File: config.mk
export PLATFORM = sky130hd
export DESIGN_NAME = fpm_dram_ctrl
export DESIGN_NICKNAME = d
export VERILOG_FILES = /design/src/rtl/fpm_pkg.sv /design/src/rtl/fpm_timer.sv /design/src/rtl/fpm_page_track.sv /design/src/rtl/fpm_dram_ctrl.sv
export SDC_FILE = /design/constraint.sdc
export NUM_CORES = 1
export LEC_CHECK = 0
export BUFFER_PORTS_ARGS = -buffer_cell sky130_fd_sc_hd__buf_2
export CORE_ASPECT_RATIO = 0.7
export CORE_MARGIN = 2
export CORE_UTILIZATION = 53
export DETAILED_ROUTE_END_ITERATION = 6
export GPL_ROUTABILITY_DRIVEN = 0
export PLACE_DENSITY = 0.94
export SYNTH_ARGS = -nofsm -noshare
export SYNTH_HDL_FRONTEND = slang
export SYNTH_SLANG_ARGS = --single-unit
File: constraint.sdc
create_clock -name clk -period 3.9 [get_ports clk]
set_input_delay 0.78 -clock clk [delete_from_list [all_inputs] [get_ports clk]]
set_output_delay 0.78 -clock clk [all_outputs]
set_load 0.02 [all_outputs]
File: src/rtl/fpm_pkg.sv
// Shared types and cycle helpers for the page-mode DRAM controller.
// Assumes timing parameters are positive integers in nanoseconds.
package fpm_pkg;

    typedef enum logic [2:0] {
        ST_IDLE,   // waiting; row may still be open
        ST_PRE,    // row strobe high, precharging
        ST_ROW,    // row strobe low, row address on pins
        ST_CSET,   // column address and write setup, column strobe high
        ST_CSTR,   // column strobe low
        ST_CREC    // column strobe high, recovery before next column
    } fpm_state_e;

    function automatic int ceil_div(input int num, input int den);
        return (num + den - 1) / den;
    endfunction

    function automatic int at_least_one(input int v);
        return (v < 1) ? 1 : v;
    endfunction

    function automatic int imax(input int a, input int b);
        return (a > b) ? a : b;
    endfunction

endpackage

File: src/rtl/fpm_timer.sv
// Down-counting phase timer. Loading N-1 makes done rise after N cycles.
// Assumes load_val fits TW bits; holds at zero when expired.
module fpm_timer #(
    parameter int TW = 4
) (
    input  logic          clk,
    input  logic          rst_n,
    input  logic          load,
    input  logic [TW-1:0] load_val,
    output logic          done
);

    logic [TW-1:0] cnt_q;

    // Count down the current phase length.
    always_ff @(posedge clk) begin
        if (!rst_n)             cnt_q <= '0;
        else if (load)          cnt_q <= load_val;
        else if (cnt_q != '0)   cnt_q <= cnt_q - 1'b1;
    end

    assign done = (cnt_q == '0);

    // phase lengths come from a strict one-per-cycle countdown
    a_r3_timer_steps: assert property (@(posedge clk) disable iff (!rst_n)
        (!load && cnt_q != '0) |=> (cnt_q == $past(cnt_q) - 1'b1));

endmodule

File: src/rtl/fpm_page_track.sv
// Keeps the open row and a page-open flag; flags a hit for a lookup row.
// Assumes open and close requests never arrive in the same cycle.
module fpm_page_track #(
    parameter int ROW_W = 9
) (
    input  logic             clk,
    input  logic             rst_n,
    input  logic             open_en,
    input  logic             close_en,
    input  logic [ROW_W-1:0] row_in,
    input  logic [ROW_W-1:0] lookup_row,
    output logic             page_open,
    output logic [ROW_W-1:0] open_row,
    output logic             hit
);

    // Record which row is held open by the DRAM.
    always_ff @(posedge clk) begin
        if (!rst_n) begin
            page_open <= 1'b0;
            open_row  <= '0;
        end else if (open_en) begin
            page_open <= 1'b1;
            open_row  <= row_in;
        end else if (close_en) begin
            page_open <= 1'b0;
        end
    end

    assign hit = page_open && (open_row == lookup_row);

    // the open row only changes when a new row is opened
    a_r6_row_held: assert property (@(posedge clk) disable iff (!rst_n)
        (page_open && !open_en) |=> $stable(open_row));

endmodule

File: src/rtl/fpm_dram_ctrl.sv
// Page-mode DRAM controller: converts word requests into row/column strobe
// sequences on a multiplexed address bus, keeping the row open between
// accesses. Assumes one outstanding request; refresh is handled elsewhere.
module fpm_dram_ctrl
    import fpm_pkg::*;
#(
    parameter int ROW_W  = 9,
    parameter int COL_W  = 9,
    parameter int DW     = 16,
    parameter int CLK_NS = 8,
    parameter int RAC_NS = 60,
    parameter int RC_NS  = 110,
    parameter int CAC_NS = 15,
    parameter int PC_NS  = 35
) (
    input  logic                   clk,
    input  logic                   rst_n,
    input  logic                   req_valid,
    output logic                   req_ready,
    input  logic                   req_we,
    input  logic [ROW_W+COL_W-1:0] req_addr,
    input  logic [DW-1:0]          req_wdata,
    output logic                   rsp_valid,
    output logic [DW-1:0]          rsp_rdata,
    output logic                   dram_ras_n,
    output logic                   dram_cas_n,
    output logic                   dram_we_n,
    output logic                   dram_oe_n,
    output logic [((ROW_W > COL_W) ? ROW_W : COL_W)-1:0] dram_addr,
    output logic [DW-1:0]          dram_dq_out,
    output logic                   dram_dq_oe,
    input  logic [DW-1:0]          dram_dq_in
);

    localparam int ADDR_W  = ROW_W + COL_W;
    localparam int PIN_W   = (ROW_W > COL_W) ? ROW_W : COL_W;
    localparam int RAC_CYC = ceil_div(RAC_NS, CLK_NS);
    localparam int RC_CYC  = ceil_div(RC_NS, CLK_NS);
    localparam int CAC_CYC = ceil_div(CAC_NS, CLK_NS);
    localparam int PC_CYC  = ceil_div(PC_NS, CLK_NS);
    localparam int ROW_CYC = at_least_one(RAC_CYC - CAC_CYC - 1);
    localparam int STR_CYC = at_least_one(CAC_CYC);
    localparam int REC_CYC = at_least_one(PC_CYC - CAC_CYC - 1);
    localparam int PRE_CYC = at_least_one(RC_CYC - RAC_CYC);
    localparam int TMAX    = imax(imax(ROW_CYC, STR_CYC), imax(REC_CYC, PRE_CYC));
    localparam int TW      = $clog2(TMAX + 1);
    localparam int PW      = $clog2(PRE_CYC + 1);

    fpm_state_e       state_q, state_d;
    logic             op_we_q;
    logic [ROW_W-1:0] op_row_q;
    logic [COL_W-1:0] op_col_q;
    logic [DW-1:0]    op_wdata_q;
    logic             rsp_valid_q;
    logic [DW-1:0]    rsp_rdata_q;

    logic             accept;
    logic [ROW_W-1:0] req_row;
    logic [COL_W-1:0] req_col;
    logic             tmr_load, tmr_done;
    logic [TW-1:0]    tmr_val;
    logic             pg_open, pg_hit, pg_open_en, pg_close_en;
    logic [ROW_W-1:0] pg_open_row, pg_row_in;
    logic             col_phase;

    assign req_row   = req_addr[ADDR_W-1 -: ROW_W];
    assign req_col   = req_addr[COL_W-1:0];
    assign req_ready = (state_q == ST_IDLE);
    assign accept    = req_valid && req_ready;

    fpm_timer #(.TW(TW)) u_timer (
        .clk(clk), .rst_n(rst_n), .load(tmr_load),
        .load_val(tmr_val), .done(tmr_done)
    );

    fpm_page_track #(.ROW_W(ROW_W)) u_page (
        .clk(clk), .rst_n(rst_n), .open_en(pg_open_en), .close_en(pg_close_en),
        .row_in(pg_row_in), .lookup_row(req_row), .page_open(pg_open),
        .open_row(pg_open_row), .hit(pg_hit)
    );

    // Choose the next phase and its length.
    always_comb begin
        state_d  = state_q;
        tmr_load = 1'b0;
        tmr_val  = '0;
        unique case (state_q)
            ST_IDLE: if (accept) begin
                if (pg_hit) begin
                    state_d = ST_CSET;
                end else if (pg_open) begin
                    state_d  = ST_PRE;
                    tmr_load = 1'b1;
                    tmr_val  = TW'(PRE_CYC - 1);
                end else begin
                    state_d  = ST_ROW;
                    tmr_load = 1'b1;
                    tmr_val  = TW'(ROW_CYC - 1);
                end
            end
            ST_PRE: if (tmr_done) begin
                state_d  = ST_ROW;
                tmr_load = 1'b1;
                tmr_val  = TW'(ROW_CYC - 1);
            end
            ST_ROW: if (tmr_done) state_d = ST_CSET;
            ST_CSET: begin
                state_d  = ST_CSTR;
                tmr_load = 1'b1;
                tmr_val  = TW'(STR_CYC - 1);
            end
            ST_CSTR: if (tmr_done) begin
                state_d  = ST_CREC;
                tmr_load = 1'b1;
                tmr_val  = TW'(REC_CYC - 1);
            end
            ST_CREC: if (tmr_done) state_d = ST_IDLE;
            default: state_d = ST_IDLE;
        endcase
    end

    // Open-row bookkeeping follows the phase transitions.
    assign pg_open_en  = (state_d == ST_ROW) && (state_q != ST_ROW);
    assign pg_close_en = (state_d == ST_PRE) && (state_q != ST_PRE);
    assign pg_row_in   = (state_q == ST_IDLE) ? req_row : op_row_q;

    // Phase register and the latched request.
    always_ff @(posedge clk) begin
        if (!rst_n) begin
            state_q    <= ST_IDLE;
            op_we_q    <= 1'b0;
            op_row_q   <= '0;
            op_col_q   <= '0;
            op_wdata_q <= '0;
        end else begin
            state_q <= state_d;
            if (accept) begin
                op_we_q    <= req_we;
                op_row_q   <= req_row;
                op_col_q   <= req_col;
                op_wdata_q <= req_wdata;
            end
        end
    end

    // Capture read data at the end of the column strobe.
    always_ff @(posedge clk) begin
        if (!rst_n) begin
            rsp_valid_q <= 1'b0;
            rsp_rdata_q <= '0;
        end else begin
            rsp_valid_q <= (state_q == ST_CSTR) && tmr_done && !op_we_q;
            if ((state_q == ST_CSTR) && tmr_done && !op_we_q)
                rsp_rdata_q <= dram_dq_in;
        end
    end

    assign rsp_valid = rsp_valid_q;
    assign rsp_rdata = rsp_rdata_q;

    // Decode the DRAM pins from the phase.
    assign col_phase = (state_q == ST_CSET) || (state_q == ST_CSTR);
    always_comb begin
        dram_ras_n = !((state_q == ST_ROW) || col_phase || (state_q == ST_CREC) ||
                       ((state_q == ST_IDLE) && pg_open));
        dram_cas_n = !(state_q == ST_CSTR);
        dram_we_n  = !(col_phase && op_we_q);
        dram_oe_n  = !(col_phase && !op_we_q);
        dram_dq_oe = col_phase && op_we_q;
        dram_addr  = '0;
        if (state_q == ST_ROW) dram_addr = PIN_W'(op_row_q);
        else if (col_phase)    dram_addr = PIN_W'(op_col_q);
    end
    assign dram_dq_out = op_wdata_q;

    // Checker state: cycles the row strobe has been high, saturating.
    logic [PW-1:0] ras_hi_cnt;
    always_ff @(posedge clk) begin
        if (!rst_n)                         ras_hi_cnt <= PW'(PRE_CYC);
        else if (!dram_ras_n)               ras_hi_cnt <= '0;
        else if (ras_hi_cnt < PW'(PRE_CYC)) ras_hi_cnt <= ras_hi_cnt + 1'b1;
    end

    a_r7_precharge_len: assert property (@(posedge clk) disable iff (!rst_n)
        $fell(dram_ras_n) |-> (ras_hi_cnt >= PW'(PRE_CYC)));

    a_r2_row_on_pins: assert property (@(posedge clk) disable iff (!rst_n)
        $fell(dram_ras_n) |-> (dram_addr == PIN_W'(pg_open_row)));

    a_r5_early_write: assert property (@(posedge clk) disable iff (!rst_n)
        ($fell(dram_cas_n) && !dram_we_n) |-> ($past(!dram_we_n) && $past(dram_dq_oe)));

    a_r6_hit_keeps_ras: assert property (@(posedge clk) disable iff (!rst_n)
        (accept && pg_hit) |=> (!dram_ras_n && $past(!dram_ras_n)));

    a_r9_no_bus_fight: assert property (@(posedge clk) disable iff (!rst_n)
        !dram_oe_n |-> (dram_we_n && !dram_dq_oe));

    a_r10_ready_idle: assert property (@(posedge clk) disable iff (!rst_n)
        req_ready |-> (dram_cas_n && !dram_dq_oe));

    a_r4_rsp_after_cas: assert property (@(posedge clk) disable iff (!rst_n)
        rsp_valid |-> $past(!dram_cas_n));

endmodule

; After elaboration in Yosys (flattened, before gate mapping)
; Index checks and enable logic that the tools add are counted.
[classes]
addsub = 1
n_eq_ne = 10
muxes = 25
n_reduce_logical = 24
[ops]
columns = operator, n
row1 = 2-to-1 mux 3 bit, 10
row2 = 2-to-1 mux 9 bit, 3
row3 = one-hot mux 3 bit (6 select lines), 1
row4 = one-hot mux 3 bit (4 select lines), 1
row5 = "equality test 3 x 2 -> 1 bit, second input constant", 3
row6 = equality test 9 bit, 1
row7 = logical AND 1 bit, 9
row8 = 2-to-1 mux 1 bit, 7
row9 = "equality test 3 x 1 -> 1 bit, second input constant", 2
row10 = "equality test 3 bit, second input constant", 2
row11 = logical NOT 3 bit, 2
row12 = logical NOT 1 bit, 5
row13 = logical OR 1 bit, 4
row14 = 2-to-1 mux 2 bit, 2
row15 = nonzero test 2 bit, 2
row16 = "!= test 3 x 1 -> 1 bit, second input constant", 1
row17 = "!= test 3 x 2 -> 1 bit, second input constant", 1
row18 = one-hot mux 1 bit (3 select lines), 1
row19 = nonzero test 3 bit, 1
row20 = "subtractor 3 x 1 -> 3 bit, second input constant", 1
row21 = OR reduction 2 bit, 1
[totals]
register_bits = 68
input_bits = 54
wordCells = 70

; Logic depth before layout (Yosys ltp)
[logic_depth]
depth_word = 9
mapped_depth = 9
ltp_nobuf = 6

; Modules after synthesis
; Synthesis repeated with hierarchy kept, for this count alone.
[hier_totals]
cells_unflattened = 353
hier_area_um2 = 3166.8
[by_module_without_submodules]
columns = mod, instances, cells_per_inst, area_per_inst_um2
row1 = fpm_dram_ctrl, 1, 287, 2484.9
row2 = fpm_page_track, 1, 44, 476.7
row3 = fpm_timer, 1, 22, 205.2

; Worst setup path before layout
; OpenSTA, ideal clock, no wires.
[synth_path]
path_type = register to output
start = register state_q[1]
end = output port dram_dq_oe
arrival_time_ns = 1.501
required_ns = 3.120
setup_slack_ns = 1.619
path_stages_with_launch = 6
path_buffers = 1
cell_sequence = dfxtp_1 or3b_4 nand2_1 clkbuf_1 nand2_1 inv_1
[synth_between]
elab_chain_cells = 3
[synth_lines]
columns = item, line
row1 = start: declaration, fpm_dram_ctrl.sv:49  ; fpm_state_e state_q, state_d;
row2 = start signal: assignment, fpm_dram_ctrl.sv:136  ; state_q <= state_d;
row3 = equality test 3 x 2 -> 1 bit or equality test 3 bit (tied branches), fpm_dram_ctrl.sv:162  ; assign col_phase = (state_q == ST_CSET) || (state_q == ST_CSTR);
row4 = logical OR 1 bit *, fpm_dram_ctrl.sv:162
row5 = logical AND 1 bit *, fpm_dram_ctrl.sv:169  ; dram_dq_oe = col_phase && op_we_q;
row6 = end: declaration, fpm_dram_ctrl.sv:31  ; output logic dram_dq_oe,
; Every way passes the cells marked *; elsewhere a longest branch is shown, timed or not.

; Worst setup path after layout
[layout_path]
start = register state_q[2]
end = output port dram_addr[7] (netlist bit)
[layout_between]
elab_chain_cells = 4
[layout_lines]
columns = item, line
row1 = equality test 3 x 2 -> 1 bit or equality test 3 bit (tied branches), fpm_dram_ctrl.sv:162
row2 = logical OR 1 bit, fpm_dram_ctrl.sv:162
row3 = 2-to-1 mux 9 bit, fpm_dram_ctrl.sv:172  ; else if (col_phase) dram_addr = PIN_W'(op_col_q);
row4 = 2-to-1 mux 9 bit *, fpm_dram_ctrl.sv:171  ; if (state_q == ST_ROW) dram_addr = PIN_W'(op_row_q);
row5 = end: declaration, fpm_dram_ctrl.sv:29  ; output logic [((ROW_W > COL_W) ? ROW_W : COL_W)-1:0] dram_addr,
; Marks and branches as above.

==> results.md <==
* Status: complete, no violations
* Root Buffer: clkbuf_8
* Post-CTS setup buffer count at 0
* Endpoints failing setup at 0
* Critical-path maximum fanout at 11
* Actual transition at the worst max-transition pin at 1.20 ns
* Number of fill cells at 438
* Clock network latency to the later pin of the worst-skew pair at 0.34 ns
* Final cell count without fillers at 500
* Synthesized net count at 388
* Global-route wire length before repair at between 10,000 and 15,000 um
* Number of antenna violations at the first check in global routing at 0
* F_max at 0.343 GHz
* Register area at 1360 um2
* Final hold viol count at 0
* Net count reported at finish at 479
* # resized after CTS at 0
* Terminating pin of the worst hold path: op_col_q[0]$_SDFFE_PN0P_
* TritonCTS Sinks at just under 70
* Worst-case clock buffer depth at 2
* Hold/Removal Path Class: reg -> reg
* Clock buffers created by TritonCTS at 9
* Maximum clock skew at final layout at 0.00512 ns
* Initial core utilization at 55.3%
* Final global-route overflow total at 0
* Width of the chip at 92.5 um
* Startpoint of the worst-slack reg-to-reg timing path: state_q[2]$_SDFF_PN0_
* Critical path required time at 3.12 ns
* Total standard cell area after synthesis at 2910 um2
* Peak VDD IR at 0.000452 V
* Worst r2r dst: rsp_rdata[13]$_SDFFE_PN0P_
* Register area share after synthesis at 46.9%
* Element type at the critical path start: flip-flop
* Pwr Density at 706 nW/um2
* CTS clk-pin slew, worst paths at around 0.07 ns
* Routed vias at 2,598
* Count of input and output buffers at 101
* Number of standard cells after synthesis at 332
* Global-route usage over all layers at 22.9%
* Yosys reg bits at 68
* Area of the multi-input gates at 1400 um2
* CTS tree: built
* Combinational share of power at 35.7%
* Reported leakage power at 1.75 nW
* Max-cap check violation count at 0
* Setup repair after global routing missed its margin: no
* Average cell area after synthesis at 8.75 um2
* Core outline area at roughly 5300 um2
* Count of boundary I/O pins at 102
* Number of design-rule violations left by the first detailed-router iteration at ~70
* NetSw at ~0.93 mW
* Average wire per standard cell at 13.4 um
* Switching Fraction at a little over a third
* Vert. Die Dim at 65.9 um
* Number of different library cells in the post-synthesis netlist at 35
* Setup slack of the most critical reg-to-reg path at 1.59 ns
* Initial DRT Pass Iterations at 4
* Relative area change from synthesis to final layout at 25.4%
* Min-delay src: op_col_q[0]$_SDFFE_PN0P_
* Crit path capture type: output port
* Final cycle utilization of the critical path at 74.8%
* Post-detailed-route DRC marker count at 0
* Vias/cell at 5.20
* Utilization after layout at 69.3%
* Fraction of final layout cells with drive strength greater than 1 at between 30% and 40%
* Number of buffers added to fix hold violations after cts at 0
* Internal power summed over all cells at 1.64 mW
* Cells on worst reg2reg path at 4
* Final slew viol count at 0
* Antenna-violating nets left at 0
* Total wirelength of the detailed-routed design at 6690 um
* Largest net degree at the start of global routing at 39
* Number of global-route vias before repair at 2,432
* Clock Power Share at between 20% and 30%
* Number of synthesis warnings at 0
* Max-Slew Margin vs Limit at 20.0%
* Number of cells on the worst hold path at 2
* Arrival time of the worst setup path at 2.14 ns
* Number of antenna cells inserted at 0
* Final critical delay including setup and external delays at 2.92 ns
* Count of H-tree levels built during CTS at 3
* Placed insts at roughly 480
* Die Footprint at 6100 um2
* HPWL reported at the end of detailed placement at roughly 4800 um
* Commonest non-fill, non-tap cell in the layout: buf_2
* Setup CP Type: reg -> out
* Fraction of power consumed by sequential logic at 37.5%
* Row count at 22
* Setup total negative slack at 0 ns
* Most frequent cells in the layout: buf_2, nand2_1, dfxtp_1
-- Yosys cell counts --
cell,count,share of area (%)
a2111oi_0,1,0.30
a211oi_1,7,1.8
a211oi_2,3,1.3
a211oi_4,1,0.69
a21o_1,1,0.26
a21oi_1,40,6.9
a221oi_1,1,0.30
a22o_1,9,2.7
and2_0,1,0.22
buf_2,4,0.69
buf_4,2,0.52
buf_6,3,1.2
clkbuf_1,15,1.9
dfxtp_1,68,47
ha_1,2,0.86
inv_1,6,0.78
mux2_2,1,0.39
mux2i_1,26,9.0
nand2_1,77,9.9
nand2b_1,2,0.43
nand3_1,1,0.17
nand3b_1,3,0.78
nand4_1,1,0.22
nor2_1,29,3.7
nor2b_1,1,0.22
nor3_1,3,0.52
nor3b_2,1,0.43
nor4b_4,1,0.82
nor4bb_1,1,0.34
o211ai_1,2,0.52
o21ai_0,3,0.52
o31a_1,1,0.30
or3_1,3,0.65
or3b_4,2,0.78
xnor2_1,10,3.0
-- state kept, by name, summed over array words and instances (netlist names) --
signal	count
dram_dq_out	16
rsp_rdata	16
op_col_q	9
op_row_q	9
u_page.open_row	9
state_q	3
u_timer.cnt_q	3
op_we_q	1
rsp_valid	1
u_page.page_open	1
-- worst max-delay path by stage --
stage                          start            to  cells after the start
4_1_cts        state_q[2]$_SDFF_PN0_  dram_addr[8]                      4
5_1_grt        state_q[2]$_SDFF_PN0_  dram_addr[8]                      4
2_1_floorplan  state_q[1]$_SDFF_PN0_    dram_dq_oe                      5
3_3_place_gp   state_q[2]$_SDFF_PN0_  dram_addr[8]                      4
6_report       state_q[2]$_SDFF_PN0_  dram_addr[7]                      4
3_5_place_dp   state_q[2]$_SDFF_PN0_  dram_addr[8]                      4
-- kinds of logic after synthesis --
logic type	count (synthesis)	synth area share (%)
and+or+nand+nor	126	19.3
AOI/OAI and AO/OA	69	15.6
DFF	68	46.9
buffers and inverters	30	5.08
muxes	27	9.35
xor gates and xnor gates	10	3.01
adders and majority gates	2	0.861
-- final cells by class --
cell class | count | share of cell area, %
timing repair buffer | 104 | 14.5
tap | 72 | 2.47
multi-input combinational | 234 | 38.5
sequential | 68 | 37.4
clock buffer | 10 | 3.50
inverter | 6 | 0.618
clock inverter | 6 | 3.09
-- routing by layer --
layer,vias to the layer above,wire (um),global-route usage [%]
li1,1303,-,-
met1,1197,2910,27.2
met2,91,3220,40.0
met3,7,515,7.18
met4,0,42,7.28
met5,-,0,0
-- critical path, cell delays in order (launching register included) --
cell	delay, ns
dfxtp_1	0.62
or3b_4	0.45
nand2_1	0.35
a22o_1	0.21
buf_2	0.16
-- power groups by stage --
stage / combinational (mW) / clock, mW / sequential, mW
after floorplan: 0.709 / 0 / 0.971
after global placement: 0.891 / 0 / 0.970
after detailed placement: 0.917 / 0 / 0.978
after CTS: 0.924 / 0.701 / 0.963
after global routing: 1.01 / 0.732 / 0.985
final: 0.918 / 0.690 / 0.964
-- stage by stage --
| step | area, um2 | setup slack (ns) | hold WS (ns) | total power, mW |
|---|---|---|---|---|
| final | 3640 | 0.983 | 0.458 | 2.57 |
| after global routing | 3640 | 0.847 | 0.474 | 2.73 |
| after CTS | 3640 | 0.962 | 0.458 | 2.59 |
| after detailed placement | 3400 | 1.35 | 0.447 | 1.89 |
| after global placement | 3400 | 1.39 | 0.439 | 1.86 |
| after floorplan | 2910 | 1.62 | 0.436 | 1.68 |
Power figures use the tool's default switching activity.
